===== src/rtl/sg_pkg.sv =====
package sg_pkg;
  typedef enum logic {
    SK_RUN  = 1'b0,
    SK_HOLD = 1'b1
  } skip_state_e;
endpackage


===== src/rtl/sg_skip_ctl.sv =====
module sg_skip_ctl
  import sg_pkg::*;
(
  input  logic clk,
  input  logic rst_n,
  input  logic skip_low_i,
  input  logic skip_release_i,
  output logic skip_req_o,
  output logic restart_o
);
  skip_state_e state_q, state_d;
  logic        restart_q;

  always_comb begin
    state_d = state_q;
    if (skip_low_i)            state_d = SK_HOLD;
    else if (skip_release_i)   state_d = SK_RUN;
  end

  always_ff @(posedge clk or negedge rst_n) begin
    if (!rst_n) begin
      state_q   <= SK_RUN;
      restart_q <= 1'b0;
    end else begin
      state_q   <= state_d;
      restart_q <= (state_q == SK_HOLD) && (state_d == SK_RUN);
    end
  end

  assign skip_req_o = (state_q == SK_HOLD);
  assign restart_o  = restart_q;

  assert_skip_set_R1: assert property (@(posedge clk) disable iff (!rst_n)
    skip_low_i |=> skip_req_o);
  assert_skip_hold_R2: assert property (@(posedge clk) disable iff (!rst_n)
    (!skip_low_i && !skip_release_i) |=> $stable(skip_req_o));
  assert_restart_single_R3: assert property (@(posedge clk) disable iff (!rst_n)
    restart_o |=> !restart_o);
endmodule


===== src/rtl/sg_softstart.sv =====
module sg_softstart #(
  parameter int SS_CYCLES = 64
) (
  input  logic clk,
  input  logic rst_n,
  input  logic restart_i,
  output logic active_o
);
  localparam int SW = $clog2(SS_CYCLES + 1);
  localparam logic [SW-1:0] LOAD = SW'(SS_CYCLES);

  logic [SW-1:0] cnt_q;

  always_ff @(posedge clk or negedge rst_n) begin
    if (!rst_n)              cnt_q <= '0;
    else if (restart_i)      cnt_q <= LOAD;
    else if (cnt_q != '0)    cnt_q <= cnt_q - 1'b1;
  end

  assign active_o = (cnt_q != '0);

  assert_ramp_open_R4: assert property (@(posedge clk) disable iff (!rst_n)
    restart_i |=> active_o);
endmodule


===== src/rtl/sg_brownout.sv =====
module sg_brownout (
  input  logic clk,
  input  logic rst_n,
  input  logic low_i,
  input  logic high_i,
  output logic active_o
);
  logic act_q;

  always_ff @(posedge clk or negedge rst_n) begin
    if (!rst_n)       act_q <= 1'b1;
    else if (low_i)   act_q <= 1'b1;
    else if (high_i)  act_q <= 1'b0;
  end

  assign active_o = act_q;

  assert_bo_clear_R5: assert property (@(posedge clk) disable iff (!rst_n)
    (high_i && !low_i) |=> !active_o);
  assert_bo_set_R5: assert property (@(posedge clk) disable iff (!rst_n)
    low_i |=> active_o);
endmodule


===== src/rtl/sg_stby_confirm.sv =====
module sg_stby_confirm #(
  parameter int CONFIRM_CYCLES = 4000
) (
  input  logic clk,
  input  logic rst_n,
  input  logic stby_i,
  output logic confirmed_o
);
  localparam int CW = $clog2(CONFIRM_CYCLES + 1);
  localparam logic [CW-1:0] LAST = CW'(CONFIRM_CYCLES - 1);

  logic [CW-1:0] cnt_q;
  logic          conf_q;

  always_ff @(posedge clk or negedge rst_n) begin
    if (!rst_n) begin
      cnt_q  <= '0;
      conf_q <= 1'b0;
    end else if (!stby_i) begin
      cnt_q  <= '0;
      conf_q <= 1'b0;
    end else if (!conf_q) begin
      if (cnt_q == LAST) conf_q <= 1'b1;
      else               cnt_q  <= cnt_q + 1'b1;
    end
  end

  assign confirmed_o = conf_q;

  assert_confirm_drop_R8: assert property (@(posedge clk) disable iff (!rst_n)
    !stby_i |=> !confirmed_o);
  assert_confirm_keep_R7: assert property (@(posedge clk) disable iff (!rst_n)
    (confirmed_o && stby_i) |=> confirmed_o);
endmodule


===== src/rtl/skip_standby_gate.sv =====
module skip_standby_gate #(
  parameter int CONFIRM_CYCLES = 4000,
  parameter int SS_CYCLES      = 64
) (
  input  logic clk,
  input  logic rst_n,
  input  logic skip_low_i,
  input  logic skip_release_i,
  input  logic stby_i,
  input  logic bo_low_i,
  input  logic bo_high_i,
  input  logic fault_i,
  input  logic latched_fault_i,
  output logic skip_req_o,
  output logic ss_restart_o,
  output logic ss_active_o,
  output logic pulse_inhibit_o,
  output logic pfc_sw_en_o
);
  logic skip_req, restart, bo_act, stby_conf;

  sg_skip_ctl u_skip (
    .clk            (clk),
    .rst_n          (rst_n),
    .skip_low_i     (skip_low_i),
    .skip_release_i (skip_release_i),
    .skip_req_o     (skip_req),
    .restart_o      (restart)
  );

  sg_softstart #(.SS_CYCLES(SS_CYCLES)) u_ss (
    .clk       (clk),
    .rst_n     (rst_n),
    .restart_i (restart),
    .active_o  (ss_active_o)
  );

  sg_brownout u_bo (
    .clk      (clk),
    .rst_n    (rst_n),
    .low_i    (bo_low_i),
    .high_i   (bo_high_i),
    .active_o (bo_act)
  );

  sg_stby_confirm #(.CONFIRM_CYCLES(CONFIRM_CYCLES)) u_stby (
    .clk         (clk),
    .rst_n       (rst_n),
    .stby_i      (stby_i),
    .confirmed_o (stby_conf)
  );

  assign skip_req_o      = skip_req;
  assign ss_restart_o    = restart;
  assign pulse_inhibit_o = skip_req | bo_act;
  assign pfc_sw_en_o     = !(stby_conf && stby_i) && !bo_act && !fault_i && !latched_fault_i;

  assert_fault_opens_R10: assert property (@(posedge clk) disable iff (!rst_n)
    (fault_i || latched_fault_i || bo_act) |-> !pfc_sw_en_o);
  assert_exit_now_R9: assert property (@(posedge clk) disable iff (!rst_n)
    (!stby_i && !fault_i && !latched_fault_i && !bo_act) |-> pfc_sw_en_o);
  assert_inhibit_skip_R6: assert property (@(posedge clk) disable iff (!rst_n)
    skip_req_o |-> pulse_inhibit_o);
endmodule


===== config.mk =====
export PLATFORM = sky130hd
export DESIGN_NAME = skip_standby_gate
export DESIGN_NICKNAME = d
export VERILOG_FILES = /design/src/rtl/sg_pkg.sv /design/src/rtl/sg_skip_ctl.sv /design/src/rtl/sg_softstart.sv /design/src/rtl/sg_brownout.sv /design/src/rtl/sg_stby_confirm.sv /design/src/rtl/skip_standby_gate.sv
export SDC_FILE = /design/constraint.sdc
export NUM_CORES = 1
export LEC_CHECK = 0
export ABC_CLOCK_PERIOD_IN_PS = 1870
export BUFFER_PORTS_ARGS = -buffer_cell sky130_fd_sc_hd__buf_2
export CORE_MARGIN = 2
export CORE_UTILIZATION = 56
export DETAILED_ROUTE_END_ITERATION = 16
export GPL_TIMING_DRIVEN = 0
export PLACE_DENSITY = 0.77
export SKIP_LAST_GASP = 1
export SLEW_MARGIN = 20
export SYNTH_ARGS = -nofsm -noshare
export SYNTH_HDL_FRONTEND = slang
export SYNTH_SLANG_ARGS = --single-unit

===== constraint.sdc =====
create_clock -name clk -period 1.87 [get_ports clk]
set_clock_uncertainty 0.15 [all_clocks]
set_input_delay 0.374 -clock clk [delete_from_list [all_inputs] [get_ports clk]]
set_output_delay 0.374 -clock clk [all_outputs]
set_load 0.02 [all_outputs]

# Yosys cells after proc, flatten, opt, wreduce, memory -nomap -nowiden
# Index checks and enable logic that the tools add are counted.
[op_classes]
eq_ne = 3
bitwise_logic = 2
n_reduce_logical = 13
mux = 12
n_lt_le_gt_ge = 0
add_sub_neg = 2
div = 0
shift = 0
multipliers = 0
[op_table]
columns = ["cell", "n"]
rows = [
  ["12-bit 2-to-1 mux", 3],
  ["7-bit 2-to-1 mux", 2],
  ["12-bit by 1-bit adder with 12-bit output, second input constant", 1],
  ["12-bit equality test, second input constant", 1],
  ["1-bit 2-to-1 mux", 7],
  ["7-bit nonzero test", 1],
  ["7-bit by 1-bit subtractor with 7-bit output, second input constant", 1],
  ["1-bit logical AND", 5],
  ["1-bit zero test", 4],
  ["2-bit != test, second input constant", 2],
  ["2-bit nonzero test", 2],
  ["2-bit AND reduction", 1],
  ["1-bit NOT", 1],
  ["1-bit bitwise OR", 1],
]
[word_totals]
mem_count = 0
latch_bits = 0
ramBits = 0
wordCells = 38
rom_bits = 0
out_inout_bits = 5
input_bits = 9
regBits = 23

# Depth between registers and ports, before layout
[logic_depth]
ltp_word = 5
mapped_depth = 6
depth_no_buf = 6

# Hierarchy
# A second synthesis with hierarchy kept.
[unflattened]
cells_unflattened = 121
hier_area_um2 = 1221.2
[modules_own_cells]
columns = ["module", "area_per_inst_um2", "cells_per_inst", "seq_area_each_um2", "n_inst"]
rows = [
  ["sg_stby_confirm", 704.4, 71, 325.3, 1],
  ["sg_softstart", 389.1, 39, 175.2, 1],
  ["sg_skip_ctl", 68.8, 6, 50.0, 1],
  ["sg_brownout", 37.5, 3, 26.3, 1],
  ["skip_standby_gate", 21.3, 2, 0.0, 1],
]

# Least setup slack after synthesis
# Ideal clock, no wire load.
[synth_timing]
path_kind = "reg2out"
from = "reg u_stby.conf_q, in the netlist u_stby.confirmed_o"
to = "out pfc_sw_en_o"
stages_incl_launch_ff = 3
path_buffers = 0
t_arrival_ps = 1228
setup_slack_ps = 118
cell_sequence = "dfrtp_1 > and2_1 > nor4_1"
[synth_via]
elab_chain_len = 5
[synth_rtl]
columns = ["element", "line_no", "rtl"]
rows = [
  ["start, declared", "sg_stby_confirm.sv:13", "logic conf_q;"],
  ["start signal, assigned", "sg_stby_confirm.sv:18", "conf_q <= 1'b0;"],
  ["start signal, assigned", "sg_stby_confirm.sv:21", "conf_q <= 1'b0;"],
  ["start signal, assigned", "sg_stby_confirm.sv:23", "if (cnt_q == LAST) conf_q <= 1'b1;"],
  ["1-bit logical AND", "skip_standby_gate.sv:56", "assign pfc_sw_en_o = !(stby_conf && stby_i) && !bo_act && !fault_i && !latched_fault_i;"],
  ["1-bit zero test", "skip_standby_gate.sv:56", ""],
  ["1-bit logical AND (3 in series)", "skip_standby_gate.sv:56", ""],
  ["end, declared", "skip_standby_gate.sv:18", "output logic pfc_sw_en_o"],
]
# Every way passes these cells.

# Worst setup path in the final report
[layout_timing]
from = "reg u_ss.cnt_q[0]"
to = "out ss_active_o"
[layout_via]
elab_chain_len = 1
[layout_rtl]
columns = ["element", "line_no", "rtl"]
rows = [
  ["start, declared", "sg_softstart.sv:12", "logic [SW-1:0] cnt_q;"],
  ["start signal, assigned", "sg_softstart.sv:17", "else if (cnt_q != '0) cnt_q <= cnt_q - 1'b1;"],
  ["7-bit nonzero test", "sg_softstart.sv:20", "assign active_o = (cnt_q != '0);"],
  ["end, declared", "skip_standby_gate.sv:16", "output logic ss_active_o,"],
]
# Every way passes these cells.

==> flow_metrics.tcl <==
set metrics [dict create \
    synth-async-reset-ratio 1.000 \
    synth_cells 113 \
    fill_cells 167 \
    postRouteAntennaNets 0 \
    diodes 0 \
    die_area_um2 2463 \
    drv_slew 0 \
    synthDistinctLibCells 38 \
    via_per_inst 5.383 \
    outcome "finished with violations" \
    p_leak_nw 0.6647 \
    synth-edff-count 0 \
    cp_slowest_stage_delay_ns 0.40 \
    syn2layout_area_growth_pct 20.28 \
    peakVddDrop_mv 0.6321 \
    clock_sinks 23 \
    p_per_area_nw_per_um2 978.6 \
    cap_violations 0 \
    initial_core_util 0.5944 \
    synth_area_leader_cell "dfrtp_1" \
    cts_tree "yes" \
    rsz0062_at_grt "true" \
    grt_pass1_wl_um 3891 \
    finalHoldViolCount 0 \
    drt_wl_total_um 2290 \
    tns_ns -0.02439 \
    arrival_ns 1.37 \
    synth_common_cells "22 x dfrtp_1, 9 x nand2_1, 9 x nor2_1" \
    setup_ws_ns -0.02439 \
    synth_top_area_share 0.4721 \
    ys.flop_type "dfrtp_1" \
    drt_iter0_drc 16 \
    grt_max_degree 24 \
    p_total_mw 1.373 \
    dr.pass1.iters 2 \
    hpwlAfterDp_um 1550 \
    gp_congestion 0.7424 \
    whs_ns 0.08425 \
    ys_warn_count 0 \
    grt_pass1_vias 876 \
    period_share 1.013 \
    synth.ff_latch_count 23 \
    antenna_found_initial 0 \
    grtUsageTotal 0.2065 \
    path_cells "inv_1 > ha_2 > nor3b_4 > nand2_2 > buf_6" \
    violations "setup timing" \
    slew_headroom 0.6571 \
    worst_pin_slew_ns 0.5132 \
    nets 152 \
    syn_avg_cell_area_um2 10.32 \
    syn_area_um2 1166 \
    drcViolationCount 0 \
    final-setup-viol-count 1 \
    num_rows 16 \
    cp-end-kind "primary output" \
    wl_per_cell_um 13.71 \
    cts_buffer_depth 2 \
    synthTopCellsByArea "dfrtp_1 47%, xor2_1 5.3%, and2_1 4.3%, nand2_1 2.9%, nor2_1 2.9%" \
    syn_nets 124 \
    htreeDepth 1 \
    yosysMostFrequentCell "dfrtp_1" \
    cts_root_buf "clkbuf_4" \
    numCtsBuffers 3 \
    dp_slack_ns -0.05198 \
    io_buffers 13 \
    hp-class "input pin to register" \
    worstPathMaxFanout 2 \
    clk_pin_slew_ns 0.12 \
    min_period_ns 1.894 \
    yosysSeqAreaShare 0.4946 \
    overflow 0 \
    max_clock_freq_ghz 0.5279 \
    start_kind "register" \
    drive_gt1_frac 0.2643 \
    clk_latency_ns 0.31 \
    vias 899 \
    required_ns 1.35 \
    critical_path_class "register to primary output" \
    io_pins 14 \
    core_um2 1962 \
    die_w_um 49.63 \
    critPathSlowestCell "dfrtp_1" \
    fp.dieH_um 49.63 \
]
[final timing paths]
path,slack [ns],depth (start not counted),endpoint,start
setup reg to reg,0.05,7,u_ss.cnt_q[3]$_DFFE_PN0P_,u_ss.cnt_q[0]$_DFFE_PN0P_
hold reg to reg,0.39,1,u_bo.active_o$_DFFE_PN1P_,u_bo.active_o$_DFFE_PN1P_
min in group asynchronous,0.40,2,u_stby.cnt_q[5]$_DFFE_PN0P_,rst_n
max in group asynchronous,0.80,2,u_stby.confirmed_o$_DFF_PN0_,rst_n
setup / recovery,-0.02,5,ss_active_o,u_ss.cnt_q[0]$_DFFE_PN0P_
hold / removal,0.08,2,u_skip.skip_req_o$_DFF_PN0_,skip_release_i
[placed cells by master, fill, tap and decap left out, drive strengths merged]
cell type     n
dfrtp        22
buf          22
nor2          9
nand2         9
and2          8
xor2          7
clkbuf        6
nor3          5
inv           4
o21ai         4
xnor2         3
nand3         3
nor3b         3
nor4          3
a211oi        3
a31oi         3
and4          2
nor2b         2
nand4b        2
a21oi         2
mux2i         2
nand2b        2
ha            2
o21bai        1
or2           1
nand4         1
a21boi        1
and4b         1
or4           1
or3b          1
a2111oi       1
o31ai         1
a21o          1
dlygate4sd3   1
dfstp         1
[routing by layer]
| metal | global-route usage | routed length [um] | vias to the layer above |
|---|---|---|---|
| met4 | 0.08333 | 59 | 0 |
| met2 | 0.3467 | 1160 | 17 |
| met3 | 0.01818 | 60 | 8 |
| li1 | - | - | 455 |
| met1 | 0.2757 | 1009 | 419 |
| met5 | 0 | 0 | - |
[per-stage QoR]
| stage | cell area [um^2] | util | std cells |
|---|---|---|---|
| 6_report | 1403 | 0.7149 | 167 |
| 5_1_grt | 1403 | 0.7149 | 167 |
| 4_1_cts | 1364 | 0.6952 | 163 |
| 3_5_place_dp | 1265 | 0.6448 | 153 |
| 3_3_place_gp | 1265 | 0.6448 | 153 |
| 2_1_floorplan | 1166 | - | 113 |
[cell type report]
type	count	area, um^2	share of cell area
Multi-Input combinational cell	84	593.1	0.4228
Inverter	4	15.01	0.01070
Buffer	2	7.507	0.005352
Tap cell	27	33.78	0.02409
Sequential cell	23	578.1	0.4121
Clock buffer	4	26.28	0.01873
Timing Repair Buffer	23	148.9	0.1062
[worst max-delay path, delay by kind of cell, from the launching register on]
kind	cells	cell delay (ns)
buffers and inverters	2	0.21
flip-flops	1	0.40
adder cells (fa/ha/maj)	1	0.18
AND/OR/NAND/NOR	2	0.28
[flip-flops by register name, indices dropped and copies added, names as in the netlist]
| signal | flops |
|---|---|
| u_stby.confirmed_o | 1 |
| u_bo.active_o | 1 |
| u_stby.cnt_q | 12 |
| u_ss.cnt_q | 7 |
| u_skip.skip_req_o | 1 |
| u_skip.restart_o | 1 |
[what timing repair did]
| action | 4_1_cts | 5_1_grt |
|---|---|---|
| resized for setup | 7 | 2 |
| pin swaps | 1 | 2 |
| hold endpoints to repair | 22 | 0 |
| setup buffers | 5 | 4 |
| setup endpoints to repair | 3 | 3 |
| hold buffers | 1 | 0 |
[power by group]
group	total, mW	internal, mW	switching, mW
Clock	0.228	0.0833	0.145
Sequential	0.676	0.575	0.101
Combinational	0.468	0.260	0.208
Total	1.37	0.919	0.454
[cells by family after synthesis]
group                    share of synthesized area
adder cells (fa/ha/maj)                    0.02146
AO/OA/AOI/OAI                               0.1051
flip-flops                                  0.4946
buffers and inverters                      0.01931
XOR/XNOR                                   0.07511
multiplexers                               0.01717
AND/OR/NAND/NOR                             0.2672
Power figures use the tool's default switching activity.
